--- src/rtl/bl_pwm_pkg.sv ---
`timescale 1ns/1ps
package bl_pwm_pkg;
  localparam int DUTY_W = 16;
  localparam logic [1:0] ADDR_PERIOD = 2'd0;
  localparam logic [1:0] ADDR_CTRL   = 2'd1;
  localparam logic [1:0] ADDR_LOCK   = 2'd2;
  localparam logic [1:0] ADDR_DIV    = 2'd3;
  localparam logic [31:0] CTRL_RST   = 32'hC000_FA00;
  localparam logic [31:0] PERIOD_RST = 32'h000C_0FA0;

  // strobes from control to datapath
  typedef struct packed {
    logic tick;   // prescaler tick: advance period counter
    logic xfer;   // copy programmed duty into live duty
  } dpStrobe_t;
endpackage

--- src/rtl/bl_pwm_ctrl.sv ---
`timescale 1ns/1ps
module bl_pwm_ctrl
  import bl_pwm_pkg::*;
#(
  parameter int DIV_W = 16
) (
  input  logic              clk,
  input  logic              rstN,
  input  logic              regWrEn,
  input  logic [1:0]        regAddr,
  input  logic [31:0]       regWrData,
  output logic [31:0]       regRdData,
  input  logic              globalLock,
  input  logic              boundary,
  output dpStrobe_t         strobe,
  output logic [DUTY_W-1:0] periodEff,
  output logic [4:0]        nBits,
  output logic [DUTY_W-1:0] progDuty,
  output logic              fracEn,
  output logic              outEn,
  output logic              effLock,
  output logic              pending
);
  logic [DUTY_W-1:0] periodVal;
  logic [3:0]        bitCnt;
  logic              grpLock, ignGlobal;
  logic [DIV_W-1:0]  divVal, divEff, preCnt;
  logic              tickNow, xferNow;
  logic [DUTY_W-1:0] periodMask;
  logic              unusedWr;

  assign unusedWr   = ^regWrData[29:20];
  assign nBits      = (bitCnt == 4'd0) ? 5'd16 : {1'b0, bitCnt};
  assign periodMask = ~(16'hFFFF << nBits);
  assign periodEff  = periodVal & periodMask;
  assign effLock    = grpLock | (globalLock & ~ignGlobal);
  assign divEff     = (divVal == '0) ? DIV_W'(1) : divVal;
  assign tickNow    = (preCnt >= divEff - 1'b1);
  assign xferNow    = boundary & pending & ~effLock;
  assign strobe     = '{tick: tickNow, xfer: xferNow};

  always_ff @(posedge clk) begin
    if (!rstN) begin
      periodVal <= PERIOD_RST[15:0];
      bitCnt    <= PERIOD_RST[19:16];
      progDuty  <= CTRL_RST[15:0];
      fracEn    <= CTRL_RST[30];
      outEn     <= CTRL_RST[31];
      grpLock   <= 1'b0;
      ignGlobal <= 1'b0;
      divVal    <= '0;
      pending   <= 1'b0;
      preCnt    <= '0;
    end else begin
      preCnt <= tickNow ? '0 : preCnt + 1'b1;
      if (xferNow) pending <= 1'b0;
      if (regWrEn) begin
        case (regAddr)
          ADDR_PERIOD: begin
            periodVal <= regWrData[15:0];
            bitCnt    <= regWrData[19:16];
          end
          ADDR_CTRL: begin
            progDuty <= regWrData[15:0];
            fracEn   <= regWrData[30];
            outEn    <= regWrData[31];
            pending  <= 1'b1;   // write wins over a same-cycle transfer
          end
          ADDR_LOCK: begin
            grpLock   <= regWrData[0];
            ignGlobal <= regWrData[1];
          end
          default: divVal <= regWrData[DIV_W-1:0];
        endcase
      end
    end
  end

  always_comb begin
    case (regAddr)
      ADDR_PERIOD: regRdData = {12'd0, bitCnt, periodVal};
      ADDR_CTRL:   regRdData = {outEn, fracEn, 14'd0, progDuty};
      ADDR_LOCK:   regRdData = {23'd0, pending, 6'd0, ignGlobal, grpLock};
      default:     regRdData = 32'(divVal);
    endcase
  end
endmodule

--- src/rtl/bl_pwm_dp.sv ---
`timescale 1ns/1ps
module bl_pwm_dp
  import bl_pwm_pkg::*;
(
  input  logic              clk,
  input  logic              rstN,
  input  dpStrobe_t         strobe,
  input  logic [DUTY_W-1:0] periodEff,
  input  logic [4:0]        nBits,
  input  logic [DUTY_W-1:0] progDuty,
  input  logic              fracEn,
  input  logic              outEn,
  output logic              boundary,
  output logic [DUTY_W-1:0] liveDuty,
  output logic              pwmOut
);
  logic [DUTY_W-1:0] periodCnt, acc, activeInt, fracPart;
  logic [DUTY_W:0]   accSum;
  logic [4:0]        shAmt;
  logic              extra, highNow;

  assign shAmt     = 5'd16 - nBits;
  assign activeInt = liveDuty >> shAmt;
  // fraction left-aligned so the accumulator wraps at one count
  assign fracPart  = fracEn ? (liveDuty << nBits) : '0;
  assign accSum    = {1'b0, acc} + {1'b0, fracPart};
  assign boundary  = strobe.tick &&
                     (({1'b0, periodCnt} + 17'd1) >= {1'b0, periodEff});
  assign highNow   = {1'b0, periodCnt} < ({1'b0, activeInt} + {16'd0, extra});

  always_ff @(posedge clk) begin
    if (!rstN) begin
      periodCnt <= '0;
      liveDuty  <= CTRL_RST[15:0];
      acc       <= '0;
      extra     <= 1'b0;
      pwmOut    <= 1'b0;
    end else begin
      if (strobe.tick) periodCnt <= boundary ? '0 : periodCnt + 1'b1;
      if (strobe.xfer) liveDuty <= progDuty;
      if (boundary) begin
        acc   <= accSum[DUTY_W-1:0];
        extra <= accSum[DUTY_W];
      end
      pwmOut <= outEn & highNow;
    end
  end
endmodule

--- src/rtl/bl_pwm.sv ---
`timescale 1ns/1ps
module bl_pwm
  import bl_pwm_pkg::*;
#(
  parameter int DIV_W = 16
) (
  input  logic        clk,
  input  logic        rstN,
  input  logic        regWrEn,
  input  logic [1:0]  regAddr,
  input  logic [31:0] regWrData,
  output logic [31:0] regRdData,
  input  logic        globalLock,
  output logic        pwmOut,
  output logic        updatePending
);
  dpStrobe_t         strobe;
  logic [DUTY_W-1:0] periodEff, progDuty, liveDuty;
  logic [4:0]        nBits;
  logic              fracEn, outEn, effLock, boundary;

  bl_pwm_ctrl #(.DIV_W(DIV_W)) ctrl_i (
    .clk(clk), .rstN(rstN), .regWrEn(regWrEn), .regAddr(regAddr),
    .regWrData(regWrData), .regRdData(regRdData), .globalLock(globalLock),
    .boundary(boundary), .strobe(strobe), .periodEff(periodEff),
    .nBits(nBits), .progDuty(progDuty), .fracEn(fracEn), .outEn(outEn),
    .effLock(effLock), .pending(updatePending)
  );

  bl_pwm_dp dp_i (
    .clk(clk), .rstN(rstN), .strobe(strobe), .periodEff(periodEff),
    .nBits(nBits), .progDuty(progDuty), .fracEn(fracEn), .outEn(outEn),
    .boundary(boundary), .liveDuty(liveDuty), .pwmOut(pwmOut)
  );
endmodule

--- config.mk ---
export PLATFORM = sky130hd
export DESIGN_NAME = bl_pwm
export DESIGN_NICKNAME = d
export VERILOG_FILES = /design/src/rtl/bl_pwm_pkg.sv /design/src/rtl/bl_pwm_ctrl.sv /design/src/rtl/bl_pwm_dp.sv /design/src/rtl/bl_pwm.sv
export SDC_FILE = /design/constraint.sdc
export NUM_CORES = 1
export LEC_CHECK = 0
export ABC_AREA = 1
export BUFFER_PORTS_ARGS = -buffer_cell sky130_fd_sc_hd__buf_2
export CORE_MARGIN = 3
export CORE_UTILIZATION = 40
export DETAILED_ROUTE_END_ITERATION = 8
export MAX_ROUTING_LAYER = met4
export SYNTH_ARGS = -nofsm -noshare
export SYNTH_HDL_FRONTEND = slang
export SYNTH_SLANG_ARGS = --single-unit
export TNS_END_PERCENT = 100
--- constraint.sdc ---
create_clock -name clk -period 11.7 [get_ports clk]
set_input_delay 0.585 -clock clk [delete_from_list [all_inputs] [get_ports clk]]
set_output_delay 0.585 -clock clk [all_outputs]
set_load 0.01 [all_outputs]
======== Yosys cells after proc, flatten, opt, wreduce, memory -nomap -nowiden ========
Cells that the tools add are included.
word-level totals
  register bits after elaboration ......... 123
  latch bits .............................. 0
  bits in writable memories ............... 0
  ROM bits ................................ 0
  input bits .............................. 38
  output and inout bits ................... 34
  word-level logic and storage cells ...... 59
  memories kept ........................... 0
operators by class
  add/subtract/negate cells ............... 7
  multiply operators ...................... 0
  div/mod/pow operators ................... 0
  $lt $le $gt $ge ......................... 3
  equal/unequal tests ..................... 2
  shifts and indexed selects .............. 3
  muxes and demuxes ....................... 8
  bitwise operators ....................... 11
  reductions and logical operators ........ 10
operators by type and width
  kind                   number
  $pmux 32 s3            1
  $mux 16                3
  $add 16x1->16 const B  2
  $add 16x1->17          1
  $add 16x1->17 const B  1
  $add 16x16->17         1
  $ge 17x16->1           1
  $lt 16x17->1           1
  $and 16x16->16         1
  $ge 16x16->1           1
  $logic_not 16->1       1
  $not 16->16            1
  $shl 16x5->16          1
  $shl 16x5->16 const A  1
  $shr 16x5->16          1
  $sub 16x1->16 const B  1
  $reduce_and 2->1       4
  $mux 5                 1
  $sub 5x5->5 const A    1
  $and 1x1->1            4
  $logic_not 4->1        1
  $not 1->1              4
  $mux 1                 3
  $reduce_or 3->1        1
  6 further kinds        6

======== Longest topological paths before layout ========
Gate-level depths: netlist (run 1).
  depth in word-level cells ............... 12
  mapped depth ............................ 31
  mapped depth without buffers ............ 29

======== Hierarchy ========
A second synthesis (run 1) with hierarchy kept.
unflattened totals
  cell total of the unflattened synthesis .. 1,460
  area total of the unflattened synthesis .. 9,661.8 µm²
by module, submodules not included
  module       times used  cells each  area an instance (µm²)  seq. area each (µm²)
  bl_pwm_dp    1           888         5,564.1                 1,001.0
  bl_pwm_ctrl  1           572         4,097.7                 1,461.4

======== Worst setup path before layout (run 1) ========
OpenSTA, ideal clock, no wires.
  path type ............................... flip-flop to flip-flop
  from .................................... register ctrl_i.bitCnt[0]
  to ...................................... register dp_i.pwmOut
  library setup time ...................... 0.070 ns
  arrival time ............................ 4.049 ns
  data required time ...................... 11.630 ns
  path slack .............................. 7.581 ns
  cell stages (with the launch flop) ...... 31
  path buffers ............................ 3
  clock period less this slack ............ 4.119 ns
  cell sequence ........................... dfxtp_1 -> buf_2 -> inv_1 -> ha_1 -> inv_1 -> ha_1 -> clkbuf_1 -> inv_1 -> clkbuf_1 -> nand2_1 -> nand2_1 -> nor2_1 -> a31oi_1 -> ha_1 -> ha_1 -> nand3_2 -> nor2_2 -> nand2_1 -> xor2_1 -> ha_1 -> inv_1 -> nor3_1 -> a211oi_1 -> nand2_1 -> nand2_1 -> nand2_1 -> nand3_1 -> nand2_1 -> nand2_1 -> nand2_1 -> a21oi_1
between the ends
  cells in the longest elaborated chain, start to end .. 7
ends and longest elaborated chain
  what                      line               source
  start: declaration        bl_pwm_ctrl.sv:25  logic [3:0] bitCnt;
  start signal: assignment  bl_pwm_ctrl.sv:45  bitCnt <= PERIOD_RST[19:16];
  start signal: assignment  bl_pwm_ctrl.sv:61  bitCnt <= regWrData[19:16];
  $logic_not 4->1           bl_pwm_ctrl.sv:33  assign nBits = (bitCnt == 4'd0) ? 5'd16 : {1'b0, bitCnt};
  $mux 5 *                  bl_pwm_ctrl.sv:33
  $sub 5x5->5 *             bl_pwm_dp.sv:22    assign shAmt = 5'd16 - nBits;
  $shr 16x5->16 *           bl_pwm_dp.sv:23    assign activeInt = liveDuty >> shAmt;
  $add 16x1->17 *           bl_pwm_dp.sv:29    assign highNow = {1'b0, periodCnt} < ({1'b0, activeInt} + {16'd0, extra});
  $lt 16x17->1 *            bl_pwm_dp.sv:29
  $and 1x1->1 *             bl_pwm_dp.sv:45    pwmOut <= outEn & highNow;
  end signal: assignment    bl_pwm_dp.sv:45
  end: declaration          bl_pwm_dp.sv:15    output logic pwmOut
Mark *: on every way between the ends. The rest lies on a longest branch, timed or not.
A chain may end at the register's enable or synchronous reset.

======== Worst setup path after layout (run 1) ========
  from .................................... register ctrl_i.bitCnt[0]
  to ...................................... register dp_i.liveDuty[13]
between the ends
  cells in the longest elaborated chain, start to end .. 9
ends and longest elaborated chain
  what                         line               source
  $logic_not 4->1              bl_pwm_ctrl.sv:33
  $mux 5 *                     bl_pwm_ctrl.sv:33
  $shl 16x5->16 *              bl_pwm_ctrl.sv:34  assign periodMask = ~(16'hFFFF << nBits);
  $not 16->16 *                bl_pwm_ctrl.sv:34
  $and 16x16->16 *             bl_pwm_ctrl.sv:35  assign periodEff = periodVal & periodMask;
  $ge 17x16->1 *               bl_pwm_dp.sv:28    (({1'b0, periodCnt} + 17'd1) >= {1'b0, periodEff});
  $logic_and 1x1->1 *          bl_pwm_dp.sv:27    assign boundary = strobe.tick &&
  $and 1x1->1 * (2 in series)  bl_pwm_ctrl.sv:39  assign xferNow = boundary & pending & ~effLock;
  end signal: assignment       bl_pwm_dp.sv:34    liveDuty <= CTRL_RST[15:0];
  end signal: assignment       bl_pwm_dp.sv:40    if (strobe.xfer) liveDuty <= progDuty;
  end: declaration             bl_pwm_dp.sv:14    output logic [DUTY_W-1:0] liveDuty,
Marked as above.

==> results of run 1 <==
## cells by family (layout without fill, tap and decap cells)
family	Yosys count	count (layout)	share of synthesized area (%)
AO/OA/AOI/OAI	258	258	15.9
XOR/XNOR	53	53	5.09
adder cells (fa/ha/maj)	73	73	10.1
buffers and inverters	219	243	10.0
flip-flops	123	123	27.0
other	1	10	0.0411
AND/OR/NAND/NOR	662	662	31.9
## power breakdown
group | leakage [nW] | internal (mW) | switching (mW)
Combinational | 3.51 | 0.0754 | 0.159
Clock | 0.288 | 0.304 | 0.238
Sequential | 1.00 | 0.430 | 0.0136
## final cells by class
| cell class | instances | share of cell area, % |
|---|---|---|
| Clock buffer | 17 | 4.23 |
| Clock inverter | 15 | 1.74 |
| Inverter | 157 | 5.86 |
| Multi-Input combinational cell | 1056 | 57.5 |
| Sequential cell | 123 | 24.5 |
| Tap cell | 280 | 3.48 |
| Timing Repair Buffer | 54 | 2.76 |
## registers in the layout, indices dropped and copies added, names as in the netlist
register / count
ctrl_i.divVal: 16
ctrl_i.periodVal: 16
ctrl_i.preCnt: 16
ctrl_i.progDuty: 16
dp_i.acc: 16
dp_i.liveDuty: 16
dp_i.periodCnt: 16
ctrl_i.bitCnt: 4
ctrl_i.fracEn: 1
ctrl_i.grpLock: 1
ctrl_i.ignGlobal: 1
ctrl_i.outEn: 1
ctrl_i.pending: 1
dp_i.extra: 1
dp_i.pwmOut: 1
## worst min-delay path: stages
cell	delay, ns
buf_2	0.07
nand2_1	0.04
o211ai_1	0.06
## metal layers
layer	track usage, %	up-vias	part of all wire [%]
met5	-	-	0
met1	30.9	4131	47
li1	-	4623	-
met3	4.78	34	5.8
met2	36.5	242	46
met4	6.13	0	1.8
## synthesized netlist by cell type, drive strengths merged
master and count:
o221a 2, a21o 1, nor3 18, a32o 1
a21oi 91, nand4 19, o31ai 1, nand3 126
inv 154, o311ai 1, clkbuf 37, fa 1
buf 25, o211ai 16, nand2 316, nand3b 4
o221ai 8, dfxtp 123, or2 2, nand2b 1
conb 1, xnor2 9, clkinv 3, nor3b 7
a211oi 5, nor4 5, o22ai 2, o21ai 115
o21bai 2, o21a 1, ha 72, o32ai 1
a221oi 1, nor2 164, a31oi 8, a21boi 2
xor2 44
## worst min-delay path by stage
stage | to | cells after the start | slack, ns | start
after floorplan | dp_i.pwmOut$_SDFF_PN0_ | 2 | 0.41 | ctrl_i.outEn$_SDFFE_PN1P_
after global placement | ctrl_i.preCnt[0]$_SDFF_PP0_ | 1 | 0.45 | ctrl_i.preCnt[0]$_SDFF_PP0_
after detailed placement | ctrl_i.preCnt[0]$_SDFF_PP0_ | 1 | 0.45 | ctrl_i.preCnt[0]$_SDFF_PP0_
after CTS | ctrl_i.outEn$_SDFFE_PN1P_ | 3 | 0.36 | regWrData[31]
after global routing | ctrl_i.fracEn$_SDFFE_PN1P_ | 3 | 0.37 | regWrData[30]
final | ctrl_i.outEn$_SDFFE_PN1P_ | 3 | 0.37 | regWrData[31]
## cell usage in the layout, fill, tap and decap left out, types with 7 or more instances in the layout
cell type	n
a21oi_1	87
a31oi_1	8
buf_2	51
clkbuf_16	17
conb_1	10
dfxtp_1	123
ha_1	72
inv_1	146
inv_2	8
nand2_1	298
nand2_2	15
nand3_1	120
nand4_1	18
nor2_1	158
nor3_1	18
nor3b_1	7
o211ai_1	16
o21ai_0	112
o221ai_1	8
xnor2_1	9
xor2_1	44
## per-stage QoR
| step | setup slack, ns | hold WS (ns) | std cells | total power, mW |
|---|---|---|---|---|
| floorplan | 7.58 | 0.412 | 1398 | 0.623 |
| global placement | 6.68 | 0.448 | 1670 | 0.683 |
| detailed placement | 6.63 | 0.453 | 1670 | 0.686 |
| CTS | 6.61 | 0.360 | 1702 | 1.23 |
| global route | 6.09 | 0.373 | 1702 | 1.28 |
| finish | 6.64 | 0.365 | 1702 | 1.22 |
==> flow_summary.ini, run 1 <==
[sta]
fmax_mhz = 198
rsz0062_at_grt = false
report.final.slew_viol_count = 0
fin_crit_ns = 5.06
worst_pin_slew_ns = 1.06
fin_skew_ns = 0.0165
fin_crit_sh_pct = 43.3
slew_headroom_pct = 28.8
hold_violations = 0
setup-tns-final_ns = 0
finalSetupViolCount = 0

[synthesis]
synth_top_area_share_pct = 27.0
synth.distinct_cells = 52
syn_area_per_cell_um2 = 6.57
synthCells = 1389
synth_area_leaders = dfxtp_1 27%, nand2_1 12%, ha_1 9.9%
ys_seq_area_share_pct = 27.0
synth_top_area_cell = dfxtp_1
ys_warn_count = 0
syn_area_mm2 = 0.00912
ys_ff_latch = 123

[clock_network]
cts_tree = yes
cts_hold_buf = 0
cts_buffers = 17
clkSinkCount = 123
post-cts-setup-buffer-count = 0
cts_max_path_buffers = 2
post_cts_resized = 0
htreeDepth = 4
cts_root_buf = clkbuf_16
clkTransAtPathRegs_ns = 0.07
worstSkewPairLatency_ns = 0.44

[setup_path]
cp_num_buf_inv = 4
critPathMaxStageDelay_ns = 0.79
critical_path_required_ns = 11.97
rr_startpoint = ctrl_i.bitCnt[0]$_SDFFE_PN0P_
crit_slowest_cell = dfxtp_1
r2r_end = dp_i.liveDuty[13]$_SDFFE_PN1P_
crit_fanout = 24
worst_ep_arrival_time_ns = 5.33
crit_family = simple AND/OR/NAND/NOR gates
reg2reg_depth = 18
cp.depth = 18
path_cells = inv_1 -> ha_1 -> nand2_4 -> inv_1 -> nor2_1 -> inv_1 -> o21ai_0 -> ha_1 -> a21oi_1 -> o21ai_0 -> a21oi_1 -> nor2_1 -> nor2_1 -> nand3_2 -> nand2_1 -> inv_2 -> nand3_1 -> nand3_1
worstSetupStartpointType = flop
r2r_slack_ns = 6.64
path_class = reg2reg
crit_path_end_kind = flop
crit_end = dp_i.liveDuty[13]$_SDFFE_PN1P_
startpoint = ctrl_i.bitCnt[0]$_SDFFE_PN0P_

[layout]
fin_util_pct = 45.5
drive_gt1_share_pct = 9.49
multi_input_area_mm2 = 0.00578
antenna_cells = 0
nNetsFinal = 1520
ff_latch_area_mm2 = 0.00246
design_area_mm2 = 0.0101
nFillCells = 2322
synthToLayoutAreaGrowth_pct = 10.3

[grt]
grt_pass1_wl_um = 44500
grt_usage_pct = 23.4
overflow = 0
antenna_found_initial = 0
grt_max_degree = 85
grt_pass1_vias = 8511

[place]
gp_congestion = 0.922
hpwl_um = 21200
io_buffers = 51
placed_cell_area_mm2 = 0.00946

[floorplan]
die_x_um = 157
die_h_um = 157
initial_utilization_pct = 41.3
ioPinCount = 72
placementRows = 54
die_area_mm2 = 0.0247
coreArea_mm2 = 0.0221

[power_and_ir_drop]
vdd_ir_drop_max_v = 0.0000789
power_density_mw_per_mm2 = 121
power.leakage_nw = 4.80

[hold_path]
hold_path.class = in2reg

[route]
drt_iter0_drc = 731
vias_per_cell = 5.31
drc = 0
wl_per_cell_um = 16.2
dr.pass1.iters = 7
vias = 9030
ant_nets = 0
totalWireLength_um = 27600

[job]
maxCapViolations = 0

[outcome]
status = complete, no violations
No activity file was read; power rests on OpenSTA's default activity.
==> inputs of run 2 (changes only) <==
Clock period 11.7 ns to 4.6 ns, I/O delays scaled along.
==> run 2 against run 1 <==
Net effect:
- cell count up 0.94%
- clock power rose to 2.6 times the previous value
- register-to-register slack worse by 6.1 ns
- clock skew is 0.0026 ns lower
- clock-buffer cell count did not move
- cell area grew 1.3%
- via count increased by 1.6%
- critical path type unchanged
- largest power group unchanged
==> flow_summary.ini, run 2 (synthesis results as in run 1) <==
[setup_path]
worstSetupStartpointType = flop
crit_fanout = 13
path_class = reg2reg
crit_slowest_cell = dfxtp_2
cpMostUsedCell = nand2_1
critPathMaxStageDelay_ns = 0.35
crit_path_end_kind = flop
critical_path_required_ns = 4.96
worst_ep_arrival_time_ns = 4.44

[route]
wl_met3_um = 1500
drc = 0
totalWireLength_um = 28000
drt_iter0_drc = 706
met2WireLength_um = 12800
met1Wirelength_um = 13200
top_layer = met4
dr.pass1.iters = 6
vias = 9176
wl_per_cell_um = 16.3
ant_nets = 0
vias_per_cell = 5.34

[layout]
layout_commonest_cell = nand2_1
layout_common_cells = 297 x nand2_1, 158 x nor2_1, 146 x inv_1
nFillCells = 2328
nNetsFinal = 1535
drive_gt1_share_pct = 10.6
synthToLayoutAreaGrowth_pct = 11.7

[grt]
antenna_found_initial = 1
overflow = 0
grt_pass1_vias = 8370
grt_pass1_wl_um = 44200
grt_max_degree = 42
grt_usage_pct = 23.4

[power_and_ir_drop]
power_density_mw_per_mm2 = 307
power.leakage_nw = 4.87
vdd_ir_drop_max_v = 0.000197
total_power_mw = 3.13

[floorplan]
die_x_um = 157
initial_utilization_pct = 41.3
die_h_um = 157
ioPinCount = 72
placementRows = 54
die_area_mm2 = 0.0247
coreArea_mm2 = 0.0221

[place]
io_buffers = 51
hpwl_um = 21400
post-place-ws_ns = 0.381
gp_congestion = 0.963

[sta]
fmax_mhz = 245
whs_ns = 0.0173
worst_pin_slew_ns = 1.04
fin_crit_ns = 4.08
hold_violations = 0
setup_slack_ns = 0.520
setup-tns-final_ns = 0
rsz0062_at_grt = false
fin_crit_sh_pct = 88.7
finalSetupViolCount = 0
report.final.slew_viol_count = 0
slew_headroom_pct = 30.2
fin_skew_ns = 0.0139

[clock_network]
worstSkewPairLatency_ns = 0.44
cts_tree = yes
htreeDepth = 4
clkTransAtPathRegs_ns = 0.06
clkSinkCount = 123
cts_max_path_buffers = 2
cts_root_buf = clkbuf_16
cts_buffers = 17

[job]
maxCapViolations = 0

[outcome]
status = complete, no violations

[hold_path]
hold_path.class = in2reg
[run 2: layout make-up]
class                           count  area [um^2]  area share [%]
Tap cell                          280          350            3.44
Inverter                          157          589            5.78
Clock buffer                       17          425            4.17
Antenna cell                        1         2.50          0.0246
Timing Repair Buffer               69          390            3.83
Multi-Input combinational cell   1056         5790            56.9
Sequential cell                   123         2460            24.2
Clock inverter                     15          175            1.72
[run 2: what timing repair did]
item                       CTS  global route
gates resized for setup      0             4
setup buffers                0             0
hold buffers                 0             0
setup endpoints to repair    0             1
[run 2: where the power goes]
group          total, mW  switching, mW  leakage, nW  internal [mW]
clock network       1.39          0.617        0.289          0.776
registers           1.12         0.0277         1.00           1.09
logic              0.616          0.416         3.59          0.201
[run 2: stage by stage]
stage                     util, %  area (um^2)  instances
after floorplan                 -         9160       1398
after global placement       43.3         9570       1685
after detailed placement     43.3         9570       1685
after CTS                    46.0        10200       1717
after global routing         46.1        10200       1718
final                        46.1        10200       1718
[run 2: critical path, delay by kind of cell, from the launching register on]
kind / cells / cell delay, ns
adders and majority gates: 4 / 1.00
buffers and inverters: 3 / 0.39
xor gates and xnor gates: 1 / 0.15
AOI/OAI and AO/OA: 4 / 0.69
and+or+nand+nor: 17 / 1.43
DFF: 1 / 0.35
[run 2: path summary, 6_finish.rpt]
path	slack [ns]	startpoint	cells past startpoint	to
worst max-delay path	0.52	ctrl_i.bitCnt[1]$_SDFFE_PN0P_	29	dp_i.pwmOut$_SDFF_PN0_
worst min-delay path	0.02	regWrData[31]	3	ctrl_i.outEn$_SDFFE_PN1P_
worst max register to register	0.52	ctrl_i.bitCnt[1]$_SDFFE_PN0P_	29	dp_i.pwmOut$_SDFF_PN0_
worst min register to register	0.47	dp_i.acc[14]$_SDFFE_PN0P_	2	dp_i.acc[14]$_SDFFE_PN0P_
[run 2: layer usage]
| layer | track usage [%] | vias to the layer above |
|---|---|---|
| met5 | - | - |
| li1 | - | 4676 |
| met4 | 5.67 | 0 |
| met1 | 30.8 | 4209 |
| met2 | 37.1 | 251 |
| met3 | 4.67 | 40 |
